File: config.mk
export PLATFORM = sky130hd
export DESIGN_NAME = ea_decoder
export DESIGN_NICKNAME = d
export VERILOG_FILES = /design/src/rtl/ea_decoder.sv
export SDC_FILE = /design/constraint.sdc
export NUM_CORES = 1
export LEC_CHECK = 0
export BUFFER_PORTS_ARGS = -buffer_cell sky130_fd_sc_hd__buf_4
export CELL_PAD_IN_SITES_DETAIL_PLACEMENT = 1
export CELL_PAD_IN_SITES_GLOBAL_PLACEMENT = 1
export CORE_UTILIZATION = 36
export CTS_BUF_LIST = sky130_fd_sc_hd__clkbuf_8
export DETAILED_ROUTE_END_ITERATION = 12
export PLACE_DENSITY_LB_ADDON = 0.1
export SKIP_CTS_REPAIR_TIMING = 1
export SYNTH_ARGS = -nofsm -noshare
export SYNTH_HDL_FRONTEND = slang
export SYNTH_SLANG_ARGS = --single-unit
File: constraint.sdc
create_clock -name clk -period 6.2 [get_ports clk]
set_clock_uncertainty 0.2 [all_clocks]
set_input_delay 1.24 -clock clk [delete_from_list [all_inputs] [get_ports clk]]
set_output_delay 1.24 -clock clk [all_outputs]
set_load 0.02 [all_outputs]
File: src/rtl/ea_decoder.sv
module ea_decoder (
  input  logic        clk,
  input  logic        rst_n,
  input  logic        start,
  input  logic [5:0]  modreg,
  input  logic [3:0]  opsize,
  input  logic        word_valid,
  input  logic [15:0] word_data,
  input  logic        word_err,
  output logic        word_ready,
  output logic        busy,
  output logic        done,
  output logic        fault,
  output logic        illegal,
  output logic [3:0]  reg_num,
  output logic [7:0]  flags,
  output logic [95:0] value,
  output logic [2:0]  advance
);
  localparam int F_DIR = 0, F_IMM = 1, F_POST = 2, F_PRE = 3;
  localparam int F_OFS = 4, F_IDX = 5, F_ABS = 6, F_PC = 7;
  localparam logic [1:0] K_RAW = 2'd0, K_SX16 = 2'd1, K_SX8 = 2'd2;

  logic [3:0]  d_reg;
  logic [7:0]  d_flags;
  logic [2:0]  d_words;
  logic [1:0]  d_kind;
  logic        d_ill;

  logic        busy_q, done_q, fault_q, ill_q;
  logic [3:0]  reg_q;
  logic [7:0]  flags_q;
  logic [2:0]  need_q, cnt_q;
  logic [1:0]  kind_q;
  logic [95:0] value_q, nxt_val;
  logic [6:0]  pos;

  always_comb begin
    d_reg   = {1'b1, modreg[2:0]};
    d_flags = '0;
    d_words = '0;
    d_kind  = K_RAW;
    d_ill   = 1'b0;
    case (modreg[5:3])
      3'd0, 3'd1: begin d_reg = modreg[3:0]; d_flags[F_DIR] = 1'b1; end
      3'd2: ;
      3'd3: d_flags[F_POST] = 1'b1;
      3'd4: d_flags[F_PRE] = 1'b1;
      3'd5: begin d_flags[F_OFS] = 1'b1; d_words = 3'd1; d_kind = K_SX16; end
      3'd6: d_flags[F_IDX] = 1'b1;
      default: begin
        case (modreg[2:0])
          3'd0: begin d_flags[F_ABS] = 1'b1; d_words = 3'd1; d_kind = K_SX16; end
          3'd1: begin d_flags[F_ABS] = 1'b1; d_words = 3'd2; end
          3'd2: begin d_flags[F_PC] = 1'b1; d_flags[F_OFS] = 1'b1; d_words = 3'd1; d_kind = K_SX16; end
          3'd3: begin d_flags[F_PC] = 1'b1; d_flags[F_IDX] = 1'b1; end
          3'd4: begin
            d_flags[F_IMM] = 1'b1;
            case (opsize)
              4'd1:  begin d_words = 3'd1; d_kind = K_SX8; end
              4'd2:  begin d_words = 3'd1; d_kind = K_SX16; end
              4'd4:  d_words = 3'd2;
              4'd8:  d_words = 3'd4;
              4'd12: d_words = 3'd6;
              default: begin d_ill = 1'b1; d_flags = '0; end
            endcase
          end
          default: d_ill = 1'b1;
        endcase
      end
    endcase
  end

  assign pos = {cnt_q[2:1], 5'b0} + (cnt_q[0] ? 7'd0 : 7'd16);

  always_comb begin
    nxt_val = value_q;
    nxt_val[pos +: 16] = word_data;
    if (kind_q == K_SX16) nxt_val = {64'b0, {16{word_data[15]}}, word_data};
    else if (kind_q == K_SX8) nxt_val = {64'b0, {24{word_data[7]}}, word_data[7:0]};
  end

  always_ff @(posedge clk or negedge rst_n) begin
    if (!rst_n) begin
      busy_q <= 1'b0; done_q <= 1'b0; fault_q <= 1'b0; ill_q <= 1'b0;
      reg_q <= '0; flags_q <= '0; need_q <= '0; cnt_q <= '0;
      kind_q <= K_RAW; value_q <= '0;
    end else begin
      done_q  <= 1'b0;
      fault_q <= 1'b0;
      if (!busy_q && start) begin
        reg_q   <= d_reg;
        flags_q <= d_flags;
        ill_q   <= d_ill;
        kind_q  <= d_kind;
        need_q  <= d_words;
        cnt_q   <= '0;
        value_q <= '0;
        if (d_words == 3'd0) done_q <= 1'b1;
        else busy_q <= 1'b1;
      end else if (busy_q && word_valid) begin
        if (word_err) begin
          busy_q  <= 1'b0;
          fault_q <= 1'b1;
        end else begin
          cnt_q   <= cnt_q + 3'd1;
          value_q <= nxt_val;
          if (cnt_q + 3'd1 == need_q) begin
            busy_q <= 1'b0;
            done_q <= 1'b1;
          end
        end
      end
    end
  end

  assign word_ready = busy_q;
  assign busy    = busy_q;
  assign done    = done_q;
  assign fault   = fault_q;
  assign illegal = ill_q;
  assign reg_num = reg_q;
  assign flags   = flags_q;
  assign value   = value_q;
  assign advance = cnt_q;

  assert_word_counted_R10: assert property (@(posedge clk) disable iff (!rst_n)
    busy && word_valid && !word_err |=> advance == $past(advance) + 3'd1);
  assert_fault_needs_err_R11: assert property (@(posedge clk) disable iff (!rst_n)
    fault |-> $past(busy && word_valid && word_err));
  assert_fault_no_done_R11: assert property (@(posedge clk) disable iff (!rst_n)
    fault |-> !done && !busy);
  assert_illegal_no_words_R4: assert property (@(posedge clk) disable iff (!rst_n)
    done && illegal |-> advance == 3'd0 && flags == 8'd0);
  assert_start_progress_R9: assert property (@(posedge clk) disable iff (!rst_n)
    !busy && start |=> done || busy);
  assert_busy_hold_R12: assert property (@(posedge clk) disable iff (!rst_n)
    busy && $past(busy) |-> $stable(reg_num) && $stable(flags));
  assert_count_bound_R8: assert property (@(posedge clk) disable iff (!rst_n)
    busy |-> advance <= 3'd5);
endmodule

## Word level (Yosys, flattened, before mapping)

Index checks and enable logic that the tools add are counted.

| operators by class | value |
|---|---|
| $add $sub $neg | 3 |
| multipliers | 0 |
| divide/modulo/power cells | 0 |
| $lt $le $gt $ge | 0 |
| equality and inequality tests | 20 |
| shifts and indexed selects | 2 |
| multiplexer cells | 46 |
| bitwise logic cells | 0 |
| reductions and logical operators | 23 |

Operators by type and width:

| operator | number |
|---|---|
| 96-bit two-way mux | 5 |
| 96-bit bitwise mux | 1 |
| 16-bit by 9-bit variable shift with 96-bit output, first input constant | 1 |
| 16-bit by 9-bit variable part select with 96-bit output | 1 |
| 6-bit OR reduction | 4 |
| 1-bit case mux with 2 select lines | 10 |
| 1-bit two-way mux | 16 |
| 3-bit by 2-bit equality test with 1-bit output, second input constant | 4 |
| 3-bit equality test, second input constant | 4 |
| 2-bit case mux with 2 select lines | 3 |
| 3-bit case mux with 4 select lines | 1 |
| 2-bit OR reduction | 5 |
| 5-bit OR reduction | 2 |
| 3-bit logical NOT | 3 |
| 3-bit two-way mux | 3 |
| 7-bit negator with 9-bit output | 1 |
| 3-bit case mux with 3 select lines | 1 |
| 4-bit equality test, second input constant | 2 |
| 7-bit by 5-bit adder with 7-bit output | 1 |
| 7-bit OR reduction | 1 |
| 3-bit by 1-bit equality test with 1-bit output, second input constant | 2 |
| 2-bit two-way mux | 3 |
| 3-bit case mux with 2 select lines | 1 |
| 5-bit two-way mux | 1 |
| 17 further kinds | 18 |

| word-level totals | value |
|---|---|
| register bits | 120 |
| bits in latches | 0 |
| bits in writable memories | 0 |
| bits in read-only memories | 0 |
| input bits | 31 |
| output and inout bits | 116 |
| logic and storage cells | 104 |
| memories | 0 |

## Depth between registers and ports, before layout

Gate-level depths: netlist of the first run.

| logic depth | value |
|---|---|
| depth after elaboration | 10 |
| mapped depth | 9 |
| depth with buffers taken out | 7 |

## Worst setup path before layout of the first run

No wires, ideal clock.

| timing path | value |
|---|---|
| path kind | input -> register |
| from | input word_data[7] |
| to | register value_q[18], in the netlist value[18] |
| setup time | 0.064 ns |
| arrival | 2.432 ns |
| required time | 5.936 ns |
| setup slack | 3.504 ns |
| cell stages on the path | 6 |
| path buffers | 2 |
| cell sequence | clkbuf_1 inv_1 a221o_1 clkbuf_1 a21oi_1 mux2_4 |

| on the way | value |
|---|---|
| longest elaborated chain between the ends | 7 |

RTL lines:

| what | RTL line | source |
|---|---|---|
| from (decl) | 8 | `input logic [15:0] word_data,` |
| 16-bit by 9-bit variable part select with 96-bit output | 78 | `nxt_val[pos +: 16] = word_data;` |
| 96-bit bitwise mux | 78 |  |
| 96-bit two-way mux * | 80 | `else if (kind_q == K_SX8) nxt_val = {64'b0, {24{word_data[7]}}, word_data[7:0]};` |
| 96-bit two-way mux * | 79 | `if (kind_q == K_SX16) nxt_val = {64'b0, {16{word_data[15]}}, word_data};` |
| 96-bit two-way mux * | 102 | `if (word_err) begin` |
| 96-bit two-way mux * | 101 | `end else if (busy_q && word_valid) begin` |
| 96-bit two-way mux * | 91 | `if (!busy_q && start) begin` |
| to (signal assigned) | 107 | `value_q <= nxt_val;` |
| to (decl) | 35 | `logic [95:0] value_q, nxt_val;` |

Mark *: on every way between the ends. The rest lies on a longest branch, timed or not. The select of a mux whose other input is x is not followed.
A chain may end at the register's enable or synchronous reset.

## Worst setup path in the final report of the first run

| timing path | value |
|---|---|
| from | register kind_q[0] |
| to | register value_q[52], in the netlist value[52] |

| on the way | value |
|---|---|
| longest elaborated chain between the ends | 6 |

RTL lines:

| what | RTL line | source |
|---|---|---|
| from (decl) | 34 | `logic [1:0] kind_q;` |
| from (signal assigned) | 95 | `kind_q <= d_kind;` |
| 2-bit equality test | 80 |  |
| 96-bit two-way mux | 80 |  |
| 96-bit two-way mux * | 79 |  |
| 96-bit two-way mux * | 102 |  |
| 96-bit two-way mux * | 101 |  |
| 96-bit two-way mux * | 91 |  |

Marked as above.

==> run_results.csv, run 1 <==
group,metric,value,unit
outcome,run_status,"completed",
setup_path,critical_path.max_stage_delay,0.96,ns
setup_path,critical_path_required,6.37,ns
floorplan,die_height,126.4,um
timing,tightest_slew,1.169,ns
logic_synthesis,postSynthCellCount,496,
finish,final_layout_size_suffix_gt1_share,33.49,%
timing,final.setup.tns,0,ns
finish,n_antenna_cell,0,
global_routing,grt_pass1_vias,4741,
setup_path,worst_setup_path_end_kind,"register",
finish,area_growth,28.81,%
logic_synthesis,post_synthesis_cell_area,5573,um^2
global_routing,grt_antenna_before_repair,0,
global_routing,grt_start_max_net_pins,84,
clocking,clkLatencyLatePin,0.44,ns
floorplan,fp.dieArea,15980,um^2
floorplan,io_pins,147,
logic_synthesis,synth_largest_area_cell,"sky130_fd_sc_hd__dfrtp_1",
placed_design,dpl.hpwl,11890,um
setup_path,timing.critical_path.from_type,"register",
route,dr_total_vias,4508,
timing,final-max-slew-violation-count,0,
floorplan,chipWidth,126.4,um
clocking,clk_pin_slew,0.08,ns
clocking,htree_levels,4,
logic_synthesis,yosys_most_used_dff,"sky130_fd_sc_hd__dfrtp_1",
route,avgRoutedWirePerCell,20.49,um
power,clockPowerShare,36.5,%
route,routed.top_layer,"met4",
finish,num-nets-final,671,
power,intPower,1439,uW
timing,final-setup-viol-count,0,
timing,maxClockFrequency,310.1,MHz
power,leakage,0.003656,uW
route,drtIter0Drc,248,
timing,setup_repair_after_global_routing_missed_its_margin,"false",
logic_synthesis,synth_largest_type_area_fraction,53.88,%
finish,fill_cells,1665,
setup_path,timing.critical_path.cells,"inv_1, ha_1, nor2_2, nand2_1, nor2_1, a22o_1",
placed_design,port_buffers,146,
placed_design,dp.cells,801,
power,comb_power_share,21.9,%
clocking,clk_root_buffer_cell,"sky130_fd_sc_hd__clkbuf_8",
route,met3WireLength,729,um
timing,worst_slew_margin_rel,21.75,%
route,drc_errors,0,
setup_path,setup.worst_path.class,"reg -> reg",
placed_design,gp_congestion,0.7743,
floorplan,initial_utilization,36.79,%
finish,post_layout_nonfiller_instances,833,
clocking,clock_tree.buffer_depth,2,
power,pwr-share-seq,41.6,%
setup_path,arrival,3.39,ns
logic_synthesis,synth_async_sr_flop_share,100.0,%
finish,final_common_cell,"sky130_fd_sc_hd__buf_4",
global_routing,grt_pass1_wl,26940,um
logic_synthesis,ys_seq_elements,120,
timing,layout_setup_ws,2.975,ns
logic_synthesis,synth-warning-count,0,
setup_path,cp_slowest_cell,"sky130_fd_sc_hd__nor2_1",
route,route.final.wire_length,17070,um
clocking,tritoncts,"built",
global_routing,grt_use_total,22.27,%
power,switching_power,661.9,uW
route,detailedRoute.firstPassIterationCount,4,
clocking,cts_inserted_buffers,17,
power,report.power.total,2101,uW
clocking,number_of_sinks_handled_by_clock_tree_synthesis,120,
logic_synthesis,avgSynthCellArea,11.24,um^2
logic_synthesis,netlist_top_cells_area,"sky130_fd_sc_hd__dfrtp_1 54%, sky130_fd_sc_hd__nand2_1 7.1%, sky130_fd_sc_hd__a22o_1 6.6%",
route,route.layer.met1.wl,7613,um
finish,mostFrequentLayoutCells,"150 x sky130_fd_sc_hd__buf_4, 120 x sky130_fd_sc_hd__dfrtp_1, 105 x sky130_fd_sc_hd__nand2_1",
timing,hold_viol,0,
timing,layout_min_cycle_time,3.225,ns
logic_synthesis,synth.net_count,535,
logic_synthesis,unique_cell_type_count_in_the_yosys_netlist,59,
route,via_per_inst,5.412,
power,irDropWorstVdd,0.0001481,V
logic_synthesis,synth_edf_count,0,
placed_design,minimum_setup_slack_after_placement,2.565,ns
power,switching_power_share_of_the_total,31.50,%
route,met2_wirelength,8504,um
worst_hold_path,worstHoldPathType,"reg -> reg",
setup_path,critical_path_peak_fanout,19,
route,route.antenna.remaining_nets,0,
timing,final_min_period_over_clock_period,52.01,%
global_routing,grt.overflow.total,0,
flow_run,drv_cap,0,
floorplan,fp.coreArea,15150,um^2
floorplan,num_rows,45,
power,power_density,292.7,nW/um^2
logic_synthesis,yosysSeqAreaShare,53.88,%
-- per-stage QoR --
stage / area, um^2 / utilization, % / hold WS (ns)
2_1_floorplan: 5573 / - / 0.2681
3_3_place_gp: 6748 / 44.55 / 0.2619
3_5_place_dp: 6748 / 44.55 / 0.2684
4_1_cts: 7178 / 47.39 / 0.2872
5_1_grt: 7178 / 47.39 / 0.3124
6_report: 7178 / 47.39 / 0.2795
-- synthesized netlist by cell type (all sizes together), types with 5 or more instances --
cell,count
o2bb2ai,8
nor3,5
inv,11
mux2,16
ha,8
a22o,42
a21oi,20
o31ai,6
nand2,105
buf,18
clkbuf,15
dfrtp,120
mux2i,31
o21ai,17
nor2,19
-- layout make-up --
| type | count | area, um^2 | share of cell area (%) |
|---|---|---|---|
| Clock buffer | 19 | 261.5 | 3.643 |
| Inverter | 11 | 41.29 | 0.5752 |
| Multi-Input combinational cell | 332 | 2342 | 32.63 |
| Clock inverter | 13 | 168.9 | 2.353 |
| Timing Repair Buffer | 150 | 1126 | 15.69 |
| Tap cell | 188 | 235.2 | 3.277 |
| Sequential cell | 120 | 3003 | 41.83 |
-- worst max-delay path, delay by kind of cell, from the launching register on --
| family | cells | cell delay, ns |
|---|---|---|
| and+or+nand+nor | 3 | 1.98 |
| DFF | 1 | 0.36 |
| adders and majority gates | 1 | 0.28 |
| AOI/OAI and AO/OA | 1 | 0.27 |
| buffers and inverters | 1 | 0.07 |
-- metal layers --
layer | up-vias | global-route usage, %
met4 | 0 | 6.945
li1 | 2029 | -
met5 | - | 0
met2 | 110 | 37.47
met1 | 2349 | 28.57
met3 | 20 | 4.935
-- flip-flops by register name (all words and copies together), names as in the netlist --
name and count:
illegal 1, advance 3, kind_q 2, value 96, reg_num 4, need_q 3, fault 1, busy 1
done 1, flags 8
-- cell families after synthesis --
kind of cell | count (synthesis) | share of synthesized area (%)
mux | 47 | 9.475
flops | 120 | 53.88
buf+inv | 44 | 4.131
compound gates | 111 | 15.85
xor+xnor | 5 | 0.7860
fa+ha+maj | 8 | 1.796
simple gates | 161 | 14.08
-- final timing paths --
path,start,endpoint,slack [ns],cells after the start
max,kind_q[0],value[52],2.98,6
min,reg_num[2],reg_num[2],0.28,2
max reg2reg,kind_q[0],value[52],2.98,6
min reg2reg,reg_num[2],reg_num[2],0.28,2
max in group asynchronous,rst_n,value[4],3.85,2
min in group asynchronous,rst_n,value[93],0.79,1
-- power by group through the flow --
stage	Sequential (uW)	Clock (uW)	Combinational, uW
floorplan	946	0	222
global placement	887	0	455
detailed placement	889	0	465
CTS	875	785	466
global route	882	813	497
finish	874	766	461
(Power assumes the default switching activity.)
==> run 2: changes to the inputs <==
--- a/config.mk
+++ b/config.mk
@@ -5,6 +5,7 @@
 export SDC_FILE = /design/constraint.sdc
 export NUM_CORES = 1
 export LEC_CHECK = 0
+export ABC_AREA = 1
 export BUFFER_PORTS_ARGS = -buffer_cell sky130_fd_sc_hd__buf_4
 export CELL_PAD_IN_SITES_DETAIL_PLACEMENT = 1
 export CELL_PAD_IN_SITES_GLOBAL_PLACEMENT = 1
==> constraint.sdc (replaced) <==
create_clock -name clk -period 3 [get_ports clk]
set_clock_uncertainty 0.2 [all_clocks]
set_input_delay 0.6 -clock clk [delete_from_list [all_inputs] [get_ports clk]]
set_output_delay 0.6 -clock clk [all_outputs]
set_load 0.02 [all_outputs]
==> run_results.csv, run 2 <==
group,metric,value,unit
setup_path,critical-path-top-cell-by-count,"sky130_fd_sc_hd__inv_1",
global_routing,grt_antenna_before_repair,0,
global_routing,grt_use_total,23.55,%
timing,layout_setup_ws,0.3790,ns
finish,n_antenna_cell,0,
setup_path,critical_path_peak_fanout,17,
route,drc_errors,0,
finish,final_common_cell,"sky130_fd_sc_hd__nand2_1",
clocking,htree_levels,4,
logic_synthesis,avgSynthCellArea,7.972,um^2
power,comb_power_share,46.6,%
power,leakage,0.004082,uW
global_routing,gr-max-usage-layer,"met2",
setup_path,arrival,2.81,ns
route,route.antenna.remaining_nets,0,
setup_path,timing.critical_path.cells,"inv_1, ha_1, ha_1, inv_1, nand3_1, nor2_2, inv_1, nand2_1, nand2_2, inv_2, nand3_1, nand2_1",
logic_synthesis,yosysSeqAreaShare,51.60,%
setup_path,critical_path_required,3.18,ns
floorplan,chipWidth,129.1,um
timing,final_min_period_over_clock_period,87.37,%
power,clockPowerShare,21.6,%
clocking,clk_root_buffer_cell,"sky130_fd_sc_hd__clkbuf_8",
floorplan,fp.coreArea,15830,um^2
power,pwr-share-seq,31.8,%
placed_design,dpl.hpwl,13640,um
logic_synthesis,post_synthesis_cell_area,5819,um^2
logic_synthesis,synth_async_sr_flop_share,100.0,%
timing,layout_min_cycle_time,2.621,ns
route,route.final.wire_length,18450,um
floorplan,io_pins,147,
worst_hold_path,hold_path_start,"modreg[5]",
setup_path,start_of_the_worst_register_to_register_path,"advance[1]",
route,detailedRoute.firstPassIterationCount,5,
setup_path,timing.critical_path.from_type,"register",
setup_path,worst_setup_path_end_kind,"register",
finish,num-nets-final,918,
setup_path,critical_path.max_stage_delay,0.42,ns
setup_path,crit_buf_inv,4,
logic_synthesis,synth_common_cells,"265 x sky130_fd_sc_hd__nand2_1, 120 x sky130_fd_sc_hd__dfrtp_1, 84 x sky130_fd_sc_hd__nor2_1, 53 x sky130_fd_sc_hd__inv_1, 43 x sky130_fd_sc_hd__nand3_1",
clocking,clkLatencyLatePin,0.44,ns
setup_path,setup.reg_to_reg.worst_slack,0.38,ns
logic_synthesis,postSynthCellCount,730,
global_routing,grt_pass1_vias,5625,
logic_synthesis,synthMostInstantiatedCell,"sky130_fd_sc_hd__nand2_1",
placed_design,gp_congestion,0.8714,
setup_path,critical_path_cell_count,12,
global_routing,met1_track_demand_over_resource,30.69,%
setup_path,setup.worst_path.class,"reg -> reg",
route,via_per_inst,4.857,
global_routing,grt.overflow.total,0,
floorplan,initial_utilization,36.77,%
power,power_density,920.0,nW/um^2
logic_synthesis,ys_seq_elements,120,
global_routing,met2_global_route_usage,38.77,%
logic_synthesis,synth_largest_type_area_fraction,51.60,%
logic_synthesis,synth_edf_count,0,
finish,largest_register_ff_count,96,
logic_synthesis,unique_cell_type_count_in_the_yosys_netlist,37,
global_routing,grt_start_max_net_pins,63,
clocking,cts_inserted_buffers,17,
timing,tightest_slew,0.6708,ns
timing,setup_repair_after_global_routing_missed_its_margin,"false",
clocking,clk_pin_slew,0.07,ns
power,intPower,3893,uW
clocking,tritoncts,"built",
placed_design,minimum_setup_slack_after_placement,0.3684,ns
power,switching_power,3040,uW
floorplan,fp.dieArea,16680,um^2
setup_path,r2r.worst_path.cells,12,
finish,area_growth,29.50,%
setup_path,critPathCapture,"value[13]",
finish,finalCoreUtilization,47.61,%
global_routing,grtUsageMet3,4.542,%
timing,worst_slew_margin_rel,55.23,%
timing,final-max-slew-violation-count,0,
finish,final_layout_size_suffix_gt1_share,23.99,%
finish,fill_cells,1958,
power,irDropWorstVdd,0.0004335,V
finish,mostFrequentLayoutCells,"265 x sky130_fd_sc_hd__nand2_1, 156 x sky130_fd_sc_hd__buf_4, 120 x sky130_fd_sc_hd__dfrtp_1",
logic_synthesis,netlist_top_cells_area,"sky130_fd_sc_hd__dfrtp_1 52%, sky130_fd_sc_hd__nand2_1 17%, sky130_fd_sc_hd__nor2_1 5.4%",
clocking,clock_tree.buffer_depth,2,
floorplan,num_rows,46,
timing,final-setup-viol-count,0,
floorplan,die_height,129.1,um
clocking,number_of_sinks_handled_by_clock_tree_synthesis,120,
route,avgRoutedWirePerCell,16.65,um
setup_path,crit_start,"advance[1]",
logic_synthesis,synth-warning-count,0,
setup_path,cp_slowest_cell,"sky130_fd_sc_hd__dfrtp_1",
route,dr_total_vias,5382,
power,switching_power_share_of_the_total,43.84,%
logic_synthesis,synth.net_count,769,
outcome,run_status,"completed",
timing,hold_slack,0.1832,ns
route,drtIter0Drc,231,
logic_synthesis,synth_largest_area_cell,"sky130_fd_sc_hd__dfrtp_1",
setup_path,regToRegEndpoint,"value[13]",
global_routing,grt_pass1_wl,29790,um
setup_path,cell_type_group_with_the_largest_total_delay_on_the_critical_path,"simple AND/OR/NAND/NOR gates",
flow_run,drv_cap,0,
worst_hold_path,worstHoldPathType,"in -> reg",
timing,final.setup.tns,0,ns
timing,maxClockFrequency,381.5,MHz
placed_design,port_buffers,146,
timing,hold_viol,0,
logic_synthesis,yosys_most_used_dff,"sky130_fd_sc_hd__dfrtp_1",
==> run 2: worst min-delay path by stage <==
stage                             to  cells past startpoint
final                       flags[2]                      2
after global routing        flags[7]                      2
after CTS                  value[86]                      1
after detailed placement   value[86]                      2
after global placement       illegal                      2
after floorplan           advance[0]                      0
==> run 2: layout make-up <==
cell class / instances / area (um^2) / share of cell area, %
clock buffers: 19 / 261.5 / 3.470
clock inverters: 13 / 136.4 / 1.810
inverters: 63 / 239.0 / 3.171
multi-input cells: 519 / 2425 / 32.18
flip-flops and latches: 120 / 3003 / 39.85
well taps: 216 / 270.3 / 3.586
repair buffers: 158 / 1201 / 15.94
==> run 2: metrics by stage <==
step	cell area, um^2	cells	power (uW)
2_1_floorplan	5819	730	4308
3_3_place_gp	7128	1075	5371
3_5_place_dp	7128	1075	5470
4_1_cts	7526	1107	7005
5_1_grt	7536	1108	7398
6_report	7536	1108	6933
==> run 2: kinds of logic after synthesis <==
kind of cell / share of synthesized area (%)
compound gates: 7.095
xor+xnor: 0.3011
fa+ha+maj: 1.720
buf+inv: 6.730
flops: 51.60
simple gates: 32.55
==> run 2: worst register-to-register path, delay by kind of cell (launching register included) <==
kind                     cells  cell delay, ns
AND/OR/NAND/NOR              6            0.75
adder cells (fa/ha/maj)      2            0.57
buffers and inverters        4            0.62
flip-flops                   1            0.42
==> run 2: metal layers <==
layer,wire (um),vias to the layer above
met3,711,25
met2,8849,126
met5,0,-
met1,8522,2628
met4,362,0
li1,-,2603
==> run 2: power groups by stage <==
stage                     clock network, uW  registers, uW  logic, uW
final                                  1500           2200       3230
after global routing                   1600           2240       3560
after CTS                              1540           2200       3260
after detailed placement                  0           2230       3240
after global placement                    0           2220       3150
after floorplan                           0           2580       1720
==> run 3: changes to the inputs <==
--- a/config.mk
+++ b/config.mk
@@ -9,10 +9,11 @@
 export BUFFER_PORTS_ARGS = -buffer_cell sky130_fd_sc_hd__buf_4
 export CELL_PAD_IN_SITES_DETAIL_PLACEMENT = 1
 export CELL_PAD_IN_SITES_GLOBAL_PLACEMENT = 1
-export CORE_UTILIZATION = 36
+export CORE_UTILIZATION = 40
 export CTS_BUF_LIST = sky130_fd_sc_hd__clkbuf_8
 export DETAILED_ROUTE_END_ITERATION = 12
-export PLACE_DENSITY_LB_ADDON = 0.1
+export PLACE_DENSITY = 0.93
+export SETUP_SLACK_MARGIN = 0.05
 export SKIP_CTS_REPAIR_TIMING = 1
 export SYNTH_ARGS = -nofsm -noshare
 export SYNTH_HDL_FRONTEND = slang
==> run_results.csv, run 3 (synthesis gave the netlist of run 2 again) <==
group,metric,value,unit
global_routing,gr-max-usage-layer,"met2",
timing,layout_setup_ws,0.3334,ns
power,clockPowerShare,23.3,%
setup_path,critical_path_peak_fanout,17,
floorplan,initial_utilization,41.44,%
timing,tightest_slew,0.6967,ns
placed_design,dpl.hpwl,13750,um
global_routing,grt_use_total,26.88,%
setup_path,timing.critical_path.cells,"inv_1, ha_1, ha_1, inv_1, nand3_1, nor2_2, inv_1, nand2_1, nand2_2, inv_2, nand3_1, nand2_1",
clocking,cts_inserted_buffers,17,
route,drc_errors,0,
route,route.antenna.remaining_nets,0,
power,switching_power,3119,uW
setup_path,critical_path_required,3.19,ns
global_routing,grt_pass1_wl,30260,um
clocking,tritoncts,"built",
clocking,clock_tree.buffer_depth,2,
flow_run,drv_cap,0,
timing,maxClockFrequency,375.0,MHz
setup_path,crit_buf_inv,4,
route,drtIter0Drc,429,
timing,setup_repair_after_global_routing_missed_its_margin,"false",
power,intPower,4052,uW
finish,num-nets-final,919,
placed_design,gp_congestion,0.9254,
finish,final_layout_size_suffix_gt1_share,24.24,%
timing,worst_slew_margin_rel,53.51,%
floorplan,fp.coreArea,14040,um^2
setup_path,cp_slowest_cell,"sky130_fd_sc_hd__dfrtp_1",
power,switching_power_share_of_the_total,43.49,%
setup_path,critical-path-top-cell-by-count,"sky130_fd_sc_hd__inv_1",
setup_path,timing.critical_path.from_type,"register",
finish,layout.area.seq,3003,um^2
finish,n_antenna_cell,0,
timing,final-setup-viol-count,0,
clocking,clkLatencyLatePin,0.45,ns
floorplan,die_height,122.6,um
global_routing,grt_start_max_net_pins,53,
power,comb_power_share,46.0,%
timing,hold_viol,0,
clocking,number_of_sinks_handled_by_clock_tree_synthesis,120,
global_routing,grt_pass1_vias,5730,
route,dr_total_vias,5601,
worst_hold_path,worstHoldPathType,"in -> reg",
timing,final.setup.tns,0,ns
floorplan,num_rows,43,
floorplan,fp.dieArea,15030,um^2
timing,final_min_period_over_clock_period,88.89,%
floorplan,chipWidth,122.6,um
setup_path,setup.worst_path.class,"reg -> reg",
placed_design,minimum_setup_slack_after_placement,0.4127,ns
power,leakage,0.004091,uW
finish,multi_input_area,2425,um^2
route,detailedRoute.firstPassIterationCount,4,
clocking,htree_levels,4,
timing,final-max-slew-violation-count,0,
global_routing,grt.overflow.total,0,
setup_path,cell_type_group_with_the_largest_total_delay_on_the_critical_path,"simple AND/OR/NAND/NOR gates",
global_routing,met1_track_demand_over_resource,33.45,%
setup_path,arrival,2.86,ns
route,avgRoutedWirePerCell,18.06,um
setup_path,worst_setup_path_end_kind,"register",
setup_path,critical_path.max_stage_delay,0.41,ns
route,route.final.wire_length,19340,um
placed_design,port_buffers,146,
timing,layout_min_cycle_time,2.667,ns
finish,finalCoreUtilization,53.74,%
floorplan,io_pins,147,
clocking,clk_root_buffer_cell,"sky130_fd_sc_hd__clkbuf_8",
power,power_density,950.3,nW/um^2
clocking,clk_pin_slew,0.07,ns
power,irDropWorstVdd,0.0004676,V
global_routing,grtUsageMet3,6.645,%
outcome,run_status,"completed",
finish,fill_cells,1756,
finish,area_growth,29.67,%
power,report.power.total,7171,uW
power,pwr-share-seq,30.8,%
global_routing,met2_global_route_usage,44.91,%
finish,final_common_cell,"sky130_fd_sc_hd__nand2_1",
route,via_per_inst,5.230,
finish,mostFrequentLayoutCells,"265 x sky130_fd_sc_hd__nand2_1, 157 x sky130_fd_sc_hd__buf_4, 120 x sky130_fd_sc_hd__dfrtp_1",
finish,largest_register_ff_count,96,
global_routing,grt_antenna_before_repair,0,
[run 3: cell count changes in the layout (fill, tap and decap cells not counted), sizes merged]
cell      before  now
buf          157  158
bufinv         3    4
inv           61   58
clkinv        12    8
clkbuf        19   22
clkinvlp       0    1
[run 3: cell type report]
cell class	count	share of cell area, %
Timing Repair Buffer	159	16.02
Multi-Input combinational cell	519	32.13
Inverter	63	3.167
Clock buffer	22	4.013
Sequential cell	120	39.79
Clock inverter	8	1.890
Tap cell	180	2.985
[run 3: final timing paths]
kind | cells past startpoint | slack, ns | to | start
max | 12 | 0.33 | value[14] | advance[1]
min | 2 | 0.16 | flags[7] | modreg[2]
max reg2reg | 12 | 0.33 | value[14] | advance[1]
min reg2reg | 2 | 0.28 | value[35] | value[35]
max in group asynchronous | 3 | 1.39 | value[18] | rst_n
min in group asynchronous | 2 | 0.46 | value[71] | rst_n
[run 3: per-stage QoR]
stage	hold slack, ns	cells	instance area (um^2)
after detailed placement	0.2684	1040	7091
after global placement	0.2659	1040	7091
final	0.1627	1071	7546
after CTS	-0.07407	1070	7536
after floorplan	0.1044	730	5819
after global routing	0.1590	1071	7546
[run 3: worst reg2reg max path: cells and delay by family (launching register included)]
kind | cells | cell delay [ns]
buffers and inverters | 4 | 0.65
and+or+nand+nor | 6 | 0.76
DFF | 1 | 0.41
adders and majority gates | 2 | 0.59
[run 3: power groups by stage]
| stage | sequential [uW] | combinational (uW) | clock [uW] |
|---|---|---|---|
| global placement | 2220 | 3130 | 0 |
| floorplan | 2580 | 1720 | 0 |
| detailed placement | 2230 | 3260 | 0 |
| global route | 2250 | 3590 | 1750 |
| finish | 2210 | 3300 | 1670 |
| CTS | 2210 | 3300 | 1690 |
[run 3: layer usage]
layer | up-vias | share of wire (%)
met4 | 0 | 3.3
met3 | 49 | 6.5
met1 | 2747 | 41
met5 | - | 0
met2 | 199 | 49
li1 | 2606 | -
